File: src/rtl/duo_pwm_pkg.sv
package duo_pwm_pkg;
  localparam int NCH    = 2;
  localparam int DATA_W = 32;
  localparam int CNT_W  = 16;
  localparam int DIV_W  = 7;
  localparam int NSRC   = 4;
  localparam int SEL_W  = $clog2(NSRC);
  // control field positions (decoded by software and by the channel slices)
  localparam int RUN_LSB  = 0;
  localparam int SEL_LSB  = 4;
  localparam int DIV_LSB  = 8;
  localparam int GATE_LSB = 15;
  localparam int CH_STRIDE = 8;
  localparam logic [DATA_W-1:0] CTRL_MASK = 32'h00FF_FFF3;
endpackage

File: src/rtl/duo_pwm_regs.sv
module duo_pwm_regs
  import duo_pwm_pkg::*;
#(
  parameter int ADDR_W = 4
) (
  input  logic              clk,
  input  logic              rst_n,
  input  logic [ADDR_W-1:0] addr,
  input  logic              wr,
  input  logic [DATA_W-1:0] wdata,
  output logic [DATA_W-1:0] rdata,
  output logic [DATA_W-1:0] word0,
  output logic [DATA_W-1:0] word1,
  output logic [DATA_W-1:0] ctrl
);
  localparam logic [ADDR_W-1:0] OFS_W0   = ADDR_W'(0);
  localparam logic [ADDR_W-1:0] OFS_W1   = ADDR_W'(4);
  localparam logic [ADDR_W-1:0] OFS_CTRL = ADDR_W'(8);

  always_ff @(posedge clk) begin
    if (!rst_n) begin
      word0 <= '0;
      word1 <= '0;
      ctrl  <= '0;
    end else if (wr) begin
      if (addr == OFS_W0)   word0 <= wdata;
      if (addr == OFS_W1)   word1 <= wdata;
      if (addr == OFS_CTRL) ctrl  <= wdata & CTRL_MASK;
    end
  end

  always_comb begin
    rdata = '0;
    if (addr == OFS_W0)   rdata = word0;
    if (addr == OFS_W1)   rdata = word1;
    if (addr == OFS_CTRL) rdata = ctrl;
  end
endmodule

File: src/rtl/duo_pwm_chan.sv
module duo_pwm_chan #(
  parameter int CNT_W = 16,
  parameter int DIV_W = 7,
  parameter int NSRC  = 4,
  localparam int SEL_W = $clog2(NSRC),
  localparam int POS_W = CNT_W + 1
) (
  input  logic             clk,
  input  logic             rst_n,
  input  logic             run,
  input  logic             gate,
  input  logic [SEL_W-1:0] sel,
  input  logic [DIV_W-1:0] div,
  input  logic [CNT_W-1:0] word_hi,
  input  logic [CNT_W-1:0] word_lo,
  input  logic [NSRC-1:0]  tick_src,
  output logic             out,
  output logic             step,
  output logic             wrap,
  output logic [POS_W-1:0] pos,
  output logic [CNT_W-1:0] act_hi,
  output logic [CNT_W-1:0] act_lo
);
  localparam logic [POS_W-1:0] POS_ONE = POS_W'(1);
  localparam logic [DIV_W-1:0] DIV_ONE = DIV_W'(1);

  // true when the step at position p is the last of a period of hi+lo steps
  function automatic logic last_step(input logic [POS_W-1:0] p,
                                     input logic [CNT_W-1:0] hi,
                                     input logic [CNT_W-1:0] lo);
    logic [POS_W:0] nxt, tot;
    nxt = {1'b0, p} + {1'b0, POS_ONE};
    tot = {2'b00, hi} + {2'b00, lo};
    return nxt >= tot;
  endfunction

  // output level for a step position
  function automatic logic level_at(input logic [POS_W-1:0] p,
                                    input logic [CNT_W-1:0] hi);
    return {1'b0, hi} > p;
  endfunction

  logic [DIV_W-1:0] pre;
  logic             tick;
  logic             pre_hit;

  assign tick    = gate & tick_src[sel];
  assign pre_hit = (pre == div);
  assign step    = run & tick & pre_hit;
  assign wrap    = step & last_step(pos, act_hi, act_lo);

  always_ff @(posedge clk) begin
    if (!rst_n) begin
      pre    <= '0;
      pos    <= '0;
      act_hi <= '0;
      act_lo <= '0;
    end else if (!run) begin
      pre    <= '0;
      pos    <= '0;
      act_hi <= word_hi;
      act_lo <= word_lo;
    end else begin
      if (tick) pre <= pre_hit ? '0 : pre + DIV_ONE;
      if (wrap) begin
        pos    <= '0;
        act_hi <= word_hi;
        act_lo <= word_lo;
      end else if (step) begin
        pos <= pos + POS_ONE;
      end
    end
  end

  assign out = run & level_at(pos, act_hi);
endmodule

File: src/rtl/duo_pwm.sv
module duo_pwm
  import duo_pwm_pkg::*;
#(
  parameter int ADDR_W = 4
) (
  input  logic              clk,
  input  logic              rst_n,
  input  logic [ADDR_W-1:0] reg_addr,
  input  logic              reg_wr,
  input  logic [31:0]       reg_wdata,
  output logic [31:0]       reg_rdata,
  input  logic [3:0]        tick_src,
  output logic [1:0]        pwm_out
);
  localparam int POS_W = CNT_W + 1;

  logic [DATA_W-1:0] word0, word1, ctrl;
  logic [NCH-1:0][DATA_W-1:0] word_v;

  // named internal events for the checker
  logic [NCH-1:0]             run_v, gate_v, step_v, wrap_v;
  logic [NCH-1:0][POS_W-1:0]  pos_v;
  logic [NCH-1:0][CNT_W-1:0]  hi_v, lo_v;

  duo_pwm_regs #(.ADDR_W(ADDR_W)) u_regs (
    .clk   (clk),
    .rst_n (rst_n),
    .addr  (reg_addr),
    .wr    (reg_wr),
    .wdata (reg_wdata),
    .rdata (reg_rdata),
    .word0 (word0),
    .word1 (word1),
    .ctrl  (ctrl)
  );

  assign word_v[0] = word0;
  assign word_v[1] = word1;

  for (genvar i = 0; i < NCH; i++) begin : g_ch
    logic [SEL_W-1:0] sel_f;
    logic [DIV_W-1:0] div_f;

    assign run_v[i]  = ctrl[RUN_LSB + i];
    assign gate_v[i] = ctrl[GATE_LSB + CH_STRIDE*i];
    assign sel_f     = ctrl[SEL_LSB + SEL_W*i +: SEL_W];
    assign div_f     = ctrl[DIV_LSB + CH_STRIDE*i +: DIV_W];

    duo_pwm_chan #(.CNT_W(CNT_W), .DIV_W(DIV_W), .NSRC(NSRC)) u_chan (
      .clk      (clk),
      .rst_n    (rst_n),
      .run      (run_v[i]),
      .gate     (gate_v[i]),
      .sel      (sel_f),
      .div      (div_f),
      .word_hi  (word_v[i][DATA_W-1:CNT_W]),
      .word_lo  (word_v[i][CNT_W-1:0]),
      .tick_src (tick_src),
      .out      (pwm_out[i]),
      .step     (step_v[i]),
      .wrap     (wrap_v[i]),
      .pos      (pos_v[i]),
      .act_hi   (hi_v[i]),
      .act_lo   (lo_v[i])
    );
  end
endmodule

File: config.mk
export PLATFORM = sky130hd
export DESIGN_NAME = duo_pwm
export DESIGN_NICKNAME = d
export VERILOG_FILES = /design/src/rtl/duo_pwm_pkg.sv /design/src/rtl/duo_pwm_regs.sv /design/src/rtl/duo_pwm_chan.sv /design/src/rtl/duo_pwm.sv
export SDC_FILE = /design/constraint.sdc
export NUM_CORES = 1
export LEC_CHECK = 0
export CELL_PAD_IN_SITES_DETAIL_PLACEMENT = 0
export CELL_PAD_IN_SITES_GLOBAL_PLACEMENT = 1
export CORE_UTILIZATION = 25
export CTS_CLUSTER_DIAMETER = 100
export DETAILED_ROUTE_END_ITERATION = 6
export DONT_BUFFER_PORTS = 1
export HOLD_SLACK_MARGIN = 0.12
export PLACE_DENSITY = 0.6
export SETUP_SLACK_MARGIN = 0.15
export SLEW_MARGIN = 20
export SYNTH_ARGS = -nofsm -noshare
export SYNTH_HDL_FRONTEND = slang
export SYNTH_SLANG_ARGS = --single-unit
File: constraint.sdc
create_clock -name clk -period 3.9 [get_ports clk]
set_clock_uncertainty 0.2 [all_clocks]
set_input_delay 0.195 -clock clk [delete_from_list [all_inputs] [get_ports clk]]
set_output_delay 0.195 -clock clk [all_outputs]
set_load 0.01 [all_outputs]
After elaboration in Yosys (flattened, before gate mapping)
Index checks and enable logic that the tools add are counted.
{"block": "totals", "in_bits": 43, "romBits": 0, "reg_bits": 198, "out_inout_bits": 34, "n_memories": 0, "ram_bits": 0, "latchBits": 0, "elab_cells": 69}
{"block": "op_classes", "n_div": 0, "eq_ne": 6, "reduce_logical": 8, "n_lt_le_gt_ge": 6, "bitwise": 13, "addsub": 8, "multipliers": 0, "mux": 17, "shift": 0}
{"cell": "$mux W16", "count": 8}
{"cell": "$mux W32", "count": 3}
{"cell": "$add A17 B1 Y18 const B", "count": 2}
{"cell": "$ge A18 B18 Y1", "count": 2}
{"cell": "$add A16 B16 Y17", "count": 2}
{"cell": "$add A17 B1 Y17 const B", "count": 2}
{"cell": "$gt A16 B17 Y1", "count": 2}
{"cell": "$add A7 B1 Y7 const B", "count": 2}
{"cell": "$eq A7 B7 Y1", "count": 2}
{"cell": "$mux W7", "count": 2}
{"cell": "$and A1 B1 Y1", "count": 10}
{"cell": "$reduce_and A2 Y1", "count": 5}
{"cell": "$lt A2 B3 Y1 const B", "count": 2}
{"cell": "$reduce_or A3 Y1", "count": 2}
{"cell": "$bmux W1 S2", "count": 2}
{"cell": "$eq A4 B3 Y1 const B", "count": 1}
{"cell": "$eq A4 B4 Y1 const B", "count": 1}
{"cell": "$logic_not A4 Y1", "count": 1}
{"cell": "$ne A2 B1 Y1 const B", "count": 2}
{"cell": "$not A1 Y1", "count": 3}
{"cell": "$mux W1", "count": 2}

Longest topological paths before layout
Gate-level depths: netlist of run 1.
{"block": "logic_depth", "word_depth": 8, "mapped_depth": 17, "depth_no_buf": 15}

Cells and area by module
A second synthesis of run 1 with hierarchy kept.
{"block": "unflattened", "cells_unflattened": 1431, "area_unflattened_um2": 12115.4}
{"module": "duo_pwm_chan (g_ch[1].u_chan)", "seq_area_each_um2": 1121.1, "n_inst": 1, "cells_each": 510, "area_per_inst_um2": 4192.8}
{"module": "duo_pwm_chan (g_ch[0].u_chan)", "seq_area_each_um2": 1121.1, "n_inst": 1, "cells_each": 495, "area_per_inst_um2": 4007.6}
{"module": "duo_pwm_regs", "seq_area_each_um2": 1721.7, "n_inst": 1, "cells_each": 426, "area_per_inst_um2": 3915.0}

Worst setup path before layout of run 1
No wires, ideal clock.
{"block": "synth_timing", "path_type": "reg-to-reg", "from": "register g_ch[0].u_chan.act_hi[0]", "to": "register g_ch[0].u_chan.pos[10]", "n_path_buf": 2, "arrival_time_ps": 3476, "path_slack_ps": 146, "period_less_slack_ps": 3754, "stages_incl_launch_ff": 18, "path_cell_list": "dfxtp_1 -> ha_1 -> fa_1 -> a21oi_1 -> o21bai_1 -> a21oi_1 -> or3_1 -> a41o_1 -> xor2_1 -> ha_1 -> a211oi_1 -> nor3b_1 -> o31a_1 -> a311oi_1 -> a22oi_1 -> buf_4 -> buf_2 -> nor3_1"}
{"block": "synth_between", "elab_chain_len": 4}
{"element": "from (decl)", "line_no": "duo_pwm_chan.sv:21", "text": "output logic [CNT_W-1:0] act_hi,"}
{"element": "from (signal assigned)", "line_no": "duo_pwm_chan.sv:61", "text": "act_hi <= word_hi;"}
{"element": "from (signal assigned)", "line_no": "duo_pwm_chan.sv:67", "text": "act_hi <= word_hi;"}
{"element": "$add A16 B16 Y17", "line_no": "duo_pwm_chan.sv:33", "text": "tot = {2'b00, hi} + {2'b00, lo};"}
{"element": "$ge A18 B18 Y1", "line_no": "duo_pwm_chan.sv:34", "text": "return nxt >= tot;"}
{"element": "$and A1 B1 Y1", "line_no": "duo_pwm_chan.sv:50", "text": "assign wrap = step & last_step(pos, act_hi, act_lo);"}
{"element": "$reduce_or A3 Y1 (no line)"}
{"element": "to (signal assigned)", "line_no": "duo_pwm_chan.sv:70", "text": "pos <= pos + POS_ONE;"}
{"element": "to (decl)", "line_no": "duo_pwm_chan.sv:20", "text": "output logic [POS_W-1:0] pos,"}
Every way passes these cells.
A chain may end at the register's enable or synchronous reset.

Worst setup path after layout of run 1
{"block": "layout_timing", "from": "register g_ch[1].u_chan.act_hi[0]", "to": "register g_ch[1].u_chan.act_hi[11]"}
{"block": "layout_between", "elab_chain_len": 4}
{"element": "from (decl)", "line_no": "duo_pwm_chan.sv:21"}
{"element": "from (signal assigned)", "line_no": "duo_pwm_chan.sv:61"}
{"element": "from (signal assigned)", "line_no": "duo_pwm_chan.sv:67"}
{"element": "$add A16 B16 Y17", "line_no": "duo_pwm_chan.sv:33"}
{"element": "$ge A18 B18 Y1", "line_no": "duo_pwm_chan.sv:34"}
{"element": "$and A1 B1 Y1", "line_no": "duo_pwm_chan.sv:50"}
{"element": "$ne A2 B1 Y1 (no line)"}
Every way passes these cells.

==> flow_summary.ini, run 1 <==
[synthesis]
synth_area_per_cell_um2 = 7.91
ys.flop_type = dfxtp_1
synthesis.nets = 1625
synth-edff-count = 0
synthTopCellsByArea = dfxtp_1 34%, nand2_1 12%, ha_1 11%, a21oi_1 6.1%, xnor2_1 5.8%
ys_ff_latch = 198
synth_compound_area_share_pct = 13.4
syn_inst = 1478
synth_async_sr_flop_share_pct = 0
netlist-cell-type-count = 61
ys_seq_area_share_pct = 33.9
synthSimpleGateAreaFrac_pct = 22.3
synth_common_cells = 369 x nand2_1, 198 x dfxtp_1, 143 x a21oi_1
synth_top_family_by_area = simple AND/OR/NAND/NOR gates
ys_warn_count = 0
synth-adder-area-share_pct = 11.3
yosysMostFrequentCell = nand2_1
synth-xor-area-share_pct = 8.32
synth_top_area_share_pct = 33.9
yosysTopAreaCell = dfxtp_1
yosys-mux-area-fraction_pct = 6.12
syn-cell-area_um2 = 11700

[min_path]
holdCritPathClass = in2reg
worstHoldEndpoint = u_regs.word1[24]$_SDFFE_PN0P_
hold_start = reg_addr[1]
whs_path_depth = 4

[sta]
relSlewSlack_pct = 38.7
worst_pin_slew_ps = 918
finalCritPeriodShare_pct = 100
whs_ps = 194
fmax_ghz = 0.256
final.setup.worst_slack_ps = -10.1
maxSlewViolCount = 0
setup_viol = 1
hold_viol_final = 0
rsz0062_at_grt = true
period_needed_ps = 3910

[drt]
vias = 11000
antenna_left = 0
wirelength_um = 40300
wire_per_inst_um = 17.5
vias_per_cell = 4.79
dr.pass1.iters = 5
drcViolationCount = 0
drtIter0Drc = 602

[final_layout]
diodes = 0
fin_util_pct = 34.6
drive_gt1_share_pct = 13.2
fin_nets = 1835
area_growth_pct = 35.6

[clock_tree]
cts_sinks = 198
clock_path_buffers = 2
htree_levels = 4
cts_root_buf = clkbuf_16
numCtsBuffers = 17
tritoncts = yes
clk_latency_ps = 460
cts.reportedPaths.clkPinSlew_ps = 80

[job]
maxCapViolCount = 0

[global_route]
grt_pass1_vias = 10900
antenna_found_initial = 0
grt_pass1_wl_um = 62100
track_usage_pct = 16.8
grt_max_degree = 133
overflow = 0

[floorplanning]
io_pins = 77
core.rowCount = 78
initial_core_util_pct = 25.5
dieHeight_um = 218
die_w_um = 218
die_area_um2 = 47600
core-area_um2 = 45800

[setup_path]
critPathLaunchType = register
r2r-start = g_ch[1].u_chan.act_hi[0]$_SDFFE_PN0P_
cp-end-kind = register
arrival_ps = 4090
crit_fanout = 6
reg2reg_to = g_ch[1].u_chan.act_hi[11]$_SDFFE_PN0P_
rrSetupSlack_ps = -10
crit_type = reg2reg
critPathRequiredTime_ps = 4080
r2r_cells = 19

[place]
place_congestion = 0.825
dp_hpwl_um = 28000
io_buffer_count = 0

[power_and_ir_drop]
power_uw = 4140
worst_ir_drop_vdd_mv = 0.330
leakage_uw = 0.00586
power_density_nw_per_um2 = 261

[outcome]
status = finished with violations
violations = negative setup slack
## kinds of logic after synthesis
family,after synthesis
DFF,198
buffers and inverters,128
adders and majority gates,104
xor gates and xnor gates,111
and+or+nand+nor,601
AOI/OAI and AO/OA,267
muxes,69
## cell type report
type / count / area [µm²]
Sequential cell: 198 / 3980
Inverter: 49 / 186
Tap cell: 600 / 751
Fill cell: 4759 / 29900
Clock inverter: 15 / 161
Multi-Input combinational cell: 1152 / 7580
Timing Repair Buffer: 270 / 2770
Clock buffer: 17 / 425
## critical path: stages (launching register included)
cell and delay [ps]:
dfxtp_2 340, ha_4 160, fa_2 340, a21o_1 200, nand4_1 90, nand2_2 80, a311oi_2 200, buf_4 170
o21ai_4 70, xnor2_2 140, ha_1 290, nand4_1 130, buf_4 170, nor3_4 120, o31ai_2 90, a32o_2 290
a22oi_4 200, buf_6 170, buf_12 140, mux2i_2 220
## report_power, final
part           internal [µW]  switching (µW)  total (µW)  leakage [µW]
sequential              2030            16.7        2050       0.00160
clock                    910             922        1830      0.000283
combinational            109             143         251       0.00398
## per-stage QoR
step	std cells	area [µm²]	setup slack, ps	setup TNS (ps)
final	2301	15900	-10.1	-10.1
after detailed placement	2066	12700	-56.8	-1930
after global routing	2301	15900	-209	-11460
after global placement	2066	12700	34.9	0
after CTS	2285	15300	8.77	0
after floorplan	1478	11700	174	0
## registers in the layout (all words and copies together) (netlist names)
name                count
u_regs.word1           32
u_regs.ctrl            22
g_ch.u_chan.pos        34
g_ch.u_chan.pre        14
u_regs.word0           32
g_ch.u_chan.act_hi     32
g_ch.u_chan.act_lo     32
## layer usage
metal | track usage, % | wire length [µm] | share of wire, % | up-vias
met3 | 2.78 | 1720 | 4.3 | 40
met1 | 23.6 | 20000 | 50 | 5293
met2 | 26.3 | 17800 | 44 | 204
met5 | 0 | 0 | 0 | -
li1 | - | - | - | 5474
met4 | 4.85 | 728 | 1.8 | 0
## placed cells by master, fill, tap and decap left out, types with 34 or more instances in the layout
cell,count
nand2_1,367
dfxtp_1,186
dlygate4sd3_1,177
a21oi_1,137
ha_1,95
nor2_1,77
xnor2_1,76
buf_4,70
mux2i_1,65
inv_1,48
o21ai_0,36
xor2_1,34
## how the worst max path moves through the flow
stage | start | endpoint | slack [ps]
after detailed placement | g_ch[1].u_chan.act_lo[0]$_SDFFE_PN0P_ | g_ch[1].u_chan.act_hi[12]$_SDFFE_PN0P_ | -60
after global placement | g_ch[1].u_chan.act_lo[1]$_SDFFE_PN0P_ | g_ch[1].u_chan.act_lo[1]$_SDFFE_PN0P_ | 30
after global routing | g_ch[1].u_chan.act_lo[4]$_SDFFE_PN0P_ | g_ch[1].u_chan.act_hi[11]$_SDFFE_PN0P_ | -210
final | g_ch[1].u_chan.act_hi[0]$_SDFFE_PN0P_ | g_ch[1].u_chan.act_hi[11]$_SDFFE_PN0P_ | -10
after floorplan | g_ch[0].u_chan.act_hi[0]$_SDFFE_PN0P_ | g_ch[0].u_chan.pos[10]$_SDFFE_PP0P_ | 170
after CTS | g_ch[0].u_chan.act_lo[0]$_SDFFE_PN0P_ | g_ch[0].u_chan.pos[3]$_SDFFE_PP0P_ | 9
## timing repair
action / CTS / global route
hold endpoints to repair: 165 / 15
buffers inserted: 6 / 9
setup endpoints to repair: 97 / 98
hold buffers: 177 / 1
gates cloned: 4 / 6
gates resized for setup: 31 / 71
pin swaps: 22 / 45
No activity file was read; power rests on OpenSTA's default activity.
==> inputs of run 2 (changes only) <==
- CORE_UTILIZATION: 25 -> 44
- PLACE_DENSITY: 0.6 -> 0.88
==> flow_summary.ini, run 2 (same netlist as run 1, synthesis figures left out) <==
[power_and_ir_drop]
leakage_uw = 0.00592
power_density_nw_per_um2 = 271
worst_ir_drop_vdd_mv = 0.310
power.internal_uw = 3160
p_sw_uw = 1070
p_clk_share_pct = 45.6
pwr-share-comb_pct = 5.9
power_uw = 4230
switching_share_pct = 25.2
power.share.sequential_pct = 48.5

[clock_tree]
tritoncts = yes
htree_levels = 4
clk_latency_ps = 450
numCtsBuffers = 17
cts_root_buf = clkbuf_16
clock_path_buffers = 2
cts_sinks = 198
cts.reportedPaths.clkPinSlew_ps = 80

[setup_path]
cp-end-kind = register
arrival_ps = 4220
crit_type = reg2reg
critPathRequiredTime_ps = 4060
rrSetupSlack_ps = -160
critPathLaunchType = register
crit_fanout = 8

[floorplanning]
io_pins = 77
die_w_um = 165
core-area_um2 = 26100
die_area_um2 = 27200
initial_core_util_pct = 44.8
dieHeight_um = 165
core.rowCount = 59

[sta]
relSlewSlack_pct = 8.00
worst_pin_slew_ps = 1380
maxSlewViolCount = 0
hold_viol_final = 0
period_needed_ps = 4060
finalCritPeriodShare_pct = 104
setup_viol = 68
final.setup.worst_slack_ps = -156
fmax_ghz = 0.247
rsz0062_at_grt = true

[global_route]
overflow = 0
grt_pass1_vias = 11000
grt_pass1_wl_um = 57600
grt_max_degree = 132
antenna_found_initial = 1
track_usage_pct = 27.2

[job]
maxCapViolCount = 0

[drt]
drcViolationCount = 0
wirelength_um = 37700
vias_per_cell = 5.65
antenna_left = 0
dr.pass1.iters = 5
wire_per_inst_um = 18.7
vias = 11400
drtIter0Drc = 862

[min_path]
holdCritPathClass = in2reg

[final_layout]
instances_no_fill = 2020
drive_gt1_share_pct = 13.1
final_cell_mix = 368 x nand2_1, 185 x dfxtp_1, 172 x dlygate4sd3_1
largest_reg_flops = 34
fin_nets = 1818
regMostFlops = g_ch.u_chan.pos
area_growth_pct = 33.4
mostFrequentLayoutCell = nand2_1

[outcome]
violations = negative setup slack
status = finished with violations

[place]
place_congestion = 0.867
dp_hpwl_um = 23400
io_buffer_count = 0
placed_cells = 1777
-- run 2: cell types whose count changed in the layout (fill, tap and decap cells not counted), sizes merged --
cell / before / now
buf: 88 / 79
dlygate4sd3: 177 / 172
clkinvlp: 2 / 0
bufinv: 1 / 2
clkbuf: 22 / 21
diode: 0 / 1
inv: 56 / 55
-- run 2: power by group through the flow --
stage	Sequential, µW	Clock [µW]	Combinational [µW]
after floorplan	2090	0	136
after CTS	2050	1920	227
after detailed placement	2100	0	152
after global placement	2100	0	150
after global routing	2050	2010	267
final	2050	1930	249
-- run 2: critical path, stage by stage (launching register included) --
cell and delay [ps]:
dfxtp_1 330, ha_1 430, o21a_1 200, o21ai_2 80
a211oi_1 350, a21oi_2 140, buf_4 160, xor2_1 140
ha_1 320, a211oi_2 270, nor3b_2 70, o31a_1 300
a311oi_2 310, a22oi_2 160, buf_4 190, buf_16 150
mux2i_1 180
-- run 2: repair_timing --
item | CTS | global route
pin swaps | 47 | 36
endpoints found under the setup margin | 97 | 98
resized for setup | 72 | 65
endpoints found under the hold margin | 181 | 0
hold buffers | 172 | 0
buffers inserted | 18 | 10
gates cloned | 8 | 2
-- run 2: final timing paths --
kind	start	end	cells past startpoint
worst min register to register	u_regs.word0[8]$_SDFFE_PN0P_	u_regs.word0[8]$_SDFFE_PN0P_	2
worst max-delay path	g_ch[0].u_chan.act_lo[4]$_SDFFE_PN0P_	g_ch[0].u_chan.act_hi[7]$_SDFFE_PN0P_	16
worst max register to register	g_ch[0].u_chan.act_lo[4]$_SDFFE_PN0P_	g_ch[0].u_chan.act_hi[7]$_SDFFE_PN0P_	16
worst min-delay path	tick_src[0]	g_ch[0].u_chan.pre[0]$_SDFFE_PN0P_	4
-- run 2: area by class of cell --
class	instances	area, µm²
inverters	49	185
multi-input cells	1152	7700
well taps	335	419
diodes	1	2.50
clock buffers	19	453
repair buffers	253	2660
fillers	2080	10500
clock inverters	13	181
flip-flops and latches	198	3980
-- run 2: metal layers --
| layer | share of wire (%) | GRT usage (%) |
|---|---|---|
| met1 | 42 | 35.3 |
| met2 | 46 | 43.1 |
| met3 | 7.7 | 6.05 |
| met4 | 3.9 | 11.4 |
| met5 | 0.032 | 0 |
-- run 2: per-stage QoR --
step / setup WS, ps / util [%] / area [µm²] / hold slack, ps / setup TNS, ps
after global routing: -298 / 59.8 / 15600 / 261 / -19560
final: -156 / 59.8 / 15600 / 221 / -5910
after detailed placement: -120 / 46.5 / 12100 / 137 / -3080
after CTS: -4.36 / 58.1 / 15100 / 225 / -17.5
after floorplan: 174 / - / 11700 / 131 / 0
after global placement: 1.75 / 46.5 / 12100 / 132 / 0
==> inputs of run 3 (changes only) <==
--- a/config.mk
+++ b/config.mk
@@ -15,4 +15,5 @@
 export PLACE_DENSITY = 0.88
 export SETUP_SLACK_MARGIN = 0.15
+export SKIP_CTS_REPAIR_TIMING = 1
 export SLEW_MARGIN = 20
 export SYNTH_ARGS = -nofsm -noshare
==> constraint.sdc (replaced) <==
create_clock -name clk -period 3.9 [get_ports clk]
set_clock_uncertainty 0.2 [all_clocks]
set_input_delay 0.195 -clock clk [delete_from_list [all_inputs] [get_ports clk]]
set_output_delay 0.195 -clock clk [all_outputs]
set_load 0.005 [all_outputs]
==> flow_summary.ini, run 3 (same netlist as run 1, synthesis figures left out) <==
[clock_tree]
numCtsBuffers = 17
cts_sinks = 198
tritoncts = yes
clock_path_buffers = 2
clk_latency_ps = 450
cts_root_buf = clkbuf_16
htree_levels = 4
cts.reportedPaths.clkPinSlew_ps = 80

[drt]
vias_per_cell = 5.64
wirelength_um = 35600
drtIter0Drc = 851
wire_per_inst_um = 18.1
vias = 11100
dr.pass1.iters = 5
drcViolationCount = 0
antenna_left = 0

[global_route]
antenna_found_initial = 1
grt_max_degree = 133
track_usage_pct = 23.5
overflow = 0
grt_pass1_wl_um = 49900
grt_pass1_vias = 9348

[min_path]
hold_start = reg_wr
whs_path_depth = 3
worstHoldEndpoint = u_regs.word1[10]$_SDFFE_PN0P_
holdCritPathClass = in2reg

[place]
placed_cells = 1778
place_congestion = 0.863
dp_hpwl_um = 23400
io_buffer_count = 0

[final_layout]
drive_gt1_share_pct = 9.88
largest_reg_flops = 34
instances_no_fill = 1964
final_cell_mix = 368 x nand2_1, 192 x dfxtp_1, 139 x a21oi_1
diodes = 0
area_growth_pct = 25.6
fin_nets = 1763
mostFrequentLayoutCell = nand2_1
regMostFlops = g_ch.u_chan.pos

[floorplanning]
die_area_um2 = 27200
core.rowCount = 59
io_pins = 77
core-area_um2 = 26100
die_w_um = 165
dieHeight_um = 165
initial_core_util_pct = 44.8

[sta]
worst_pin_slew_ps = 1360
setup_viol = 37
relSlewSlack_pct = 9.15
tns_ps = -2880
rsz0062_at_grt = true
maxSlewViolCount = 0
period_needed_ps = 4020
fmax_ghz = 0.248
hold_viol_final = 0
finalCritPeriodShare_pct = 103
final.setup.worst_slack_ps = -124

[setup_path]
cp-end-kind = register
r2r-start = g_ch[0].u_chan.act_hi[11]$_SDFFE_PN0P_
rrSetupSlack_ps = -120
arrival_ps = 4180
reg2reg_to = g_ch[0].u_chan.act_hi[8]$_SDFFE_PN0P_
r2r_cells = 15
critPathRequiredTime_ps = 4050
crit_type = reg2reg
critPathLaunchType = register
crit_fanout = 8

[outcome]
violations = negative setup slack
status = finished with violations

[job]
maxCapViolCount = 0

[power_and_ir_drop]
worst_ir_drop_vdd_mv = 0.308
power_density_nw_per_um2 = 280
leakage_uw = 0.00564
-- run 3: changes by cell type in the layout (fill, tap and decap cells not counted), moves of 7 or more --
cell | before | now
dlygate4sd3_1 | 172 | 137
nor3_1 | 15 | 32
nor3_2 | 19 | 10
buf_4 | 54 | 46
nor3_4 | 17 | 9
buf_16 | 8 | 1
buf_6 | 8 | 1
dfxtp_1 | 185 | 192
-- run 3: worst max-delay path by stage --
stage,startpoint,to,depth (start not counted)
floorplan,g_ch[0].u_chan.act_hi[0]$_SDFFE_PN0P_,g_ch[0].u_chan.pos[10]$_SDFFE_PP0P_,17
global placement,g_ch[1].u_chan.act_lo[0]$_SDFFE_PN0P_,g_ch[1].u_chan.act_hi[0]$_SDFFE_PN0P_,16
detailed placement,g_ch[1].u_chan.act_lo[0]$_SDFFE_PN0P_,g_ch[1].u_chan.act_lo[14]$_SDFFE_PN0P_,16
CTS,g_ch[1].u_chan.act_lo[0]$_SDFFE_PN0P_,g_ch[1].u_chan.act_lo[14]$_SDFFE_PN0P_,16
global route,g_ch[0].u_chan.act_hi[11]$_SDFFE_PN0P_,g_ch[0].u_chan.act_hi[8]$_SDFFE_PN0P_,15
finish,g_ch[0].u_chan.act_hi[11]$_SDFFE_PN0P_,g_ch[0].u_chan.act_hi[8]$_SDFFE_PN0P_,15
-- run 3: worst max-delay path: stages (launching register included) --
cell	delay, ps
dfxtp_1	400
ha_1	310
a21o_1	200
a21oi_1	260
o21ai_0	190
a21oi_2	220
nor4bb_1	80
a211oi_1	270
ha_1	320
nor3b_2	160
o31a_1	300
a311oi_2	390
a22oi_2	140
buf_12	170
buf_12	140
mux2i_1	190
-- run 3: metrics by stage --
step                hold slack [ps]  worst slack (ps)  utilization (%)  area [µm²]  total power (µW)
finish                         83.3              -124             56.3       14700              4110
global route                    134              -302             56.3       14700              4220
CTS                            -334              -160             48.9       12700              4040
detailed placement              137              -144             46.6       12100              2250
global placement                132              3.43             46.6       12100              2250
floorplan                       131               174                -       11700              2230
-- run 3: final cells by class --
cell class | count | area (µm²)
fill | 2314 | 11400
multi-input combinational | 1152 | 7450
sequential | 198 | 3970
timing repair buffer | 198 | 2050
clock buffer | 18 | 439
tap | 335 | 419
inverter | 49 | 185
clock inverter | 14 | 161
-- run 3: power breakdown --
| part | internal, µW | total, µW | switching [µW] |
|---|---|---|---|
| Sequential | 2040 | 2050 | 15.9 |
| Clock | 934 | 1830 | 897 |
| Combinational | 94.9 | 230 | 135 |
-- run 3: metal layers --
layer	wire length, µm	up-vias	global-route usage [%]
met5	11	-	0
met3	2330	65	4.57
met2	16400	393	37.5
li1	-	5341	-
met1	15900	5268	32.3
met4	931	2	6.01
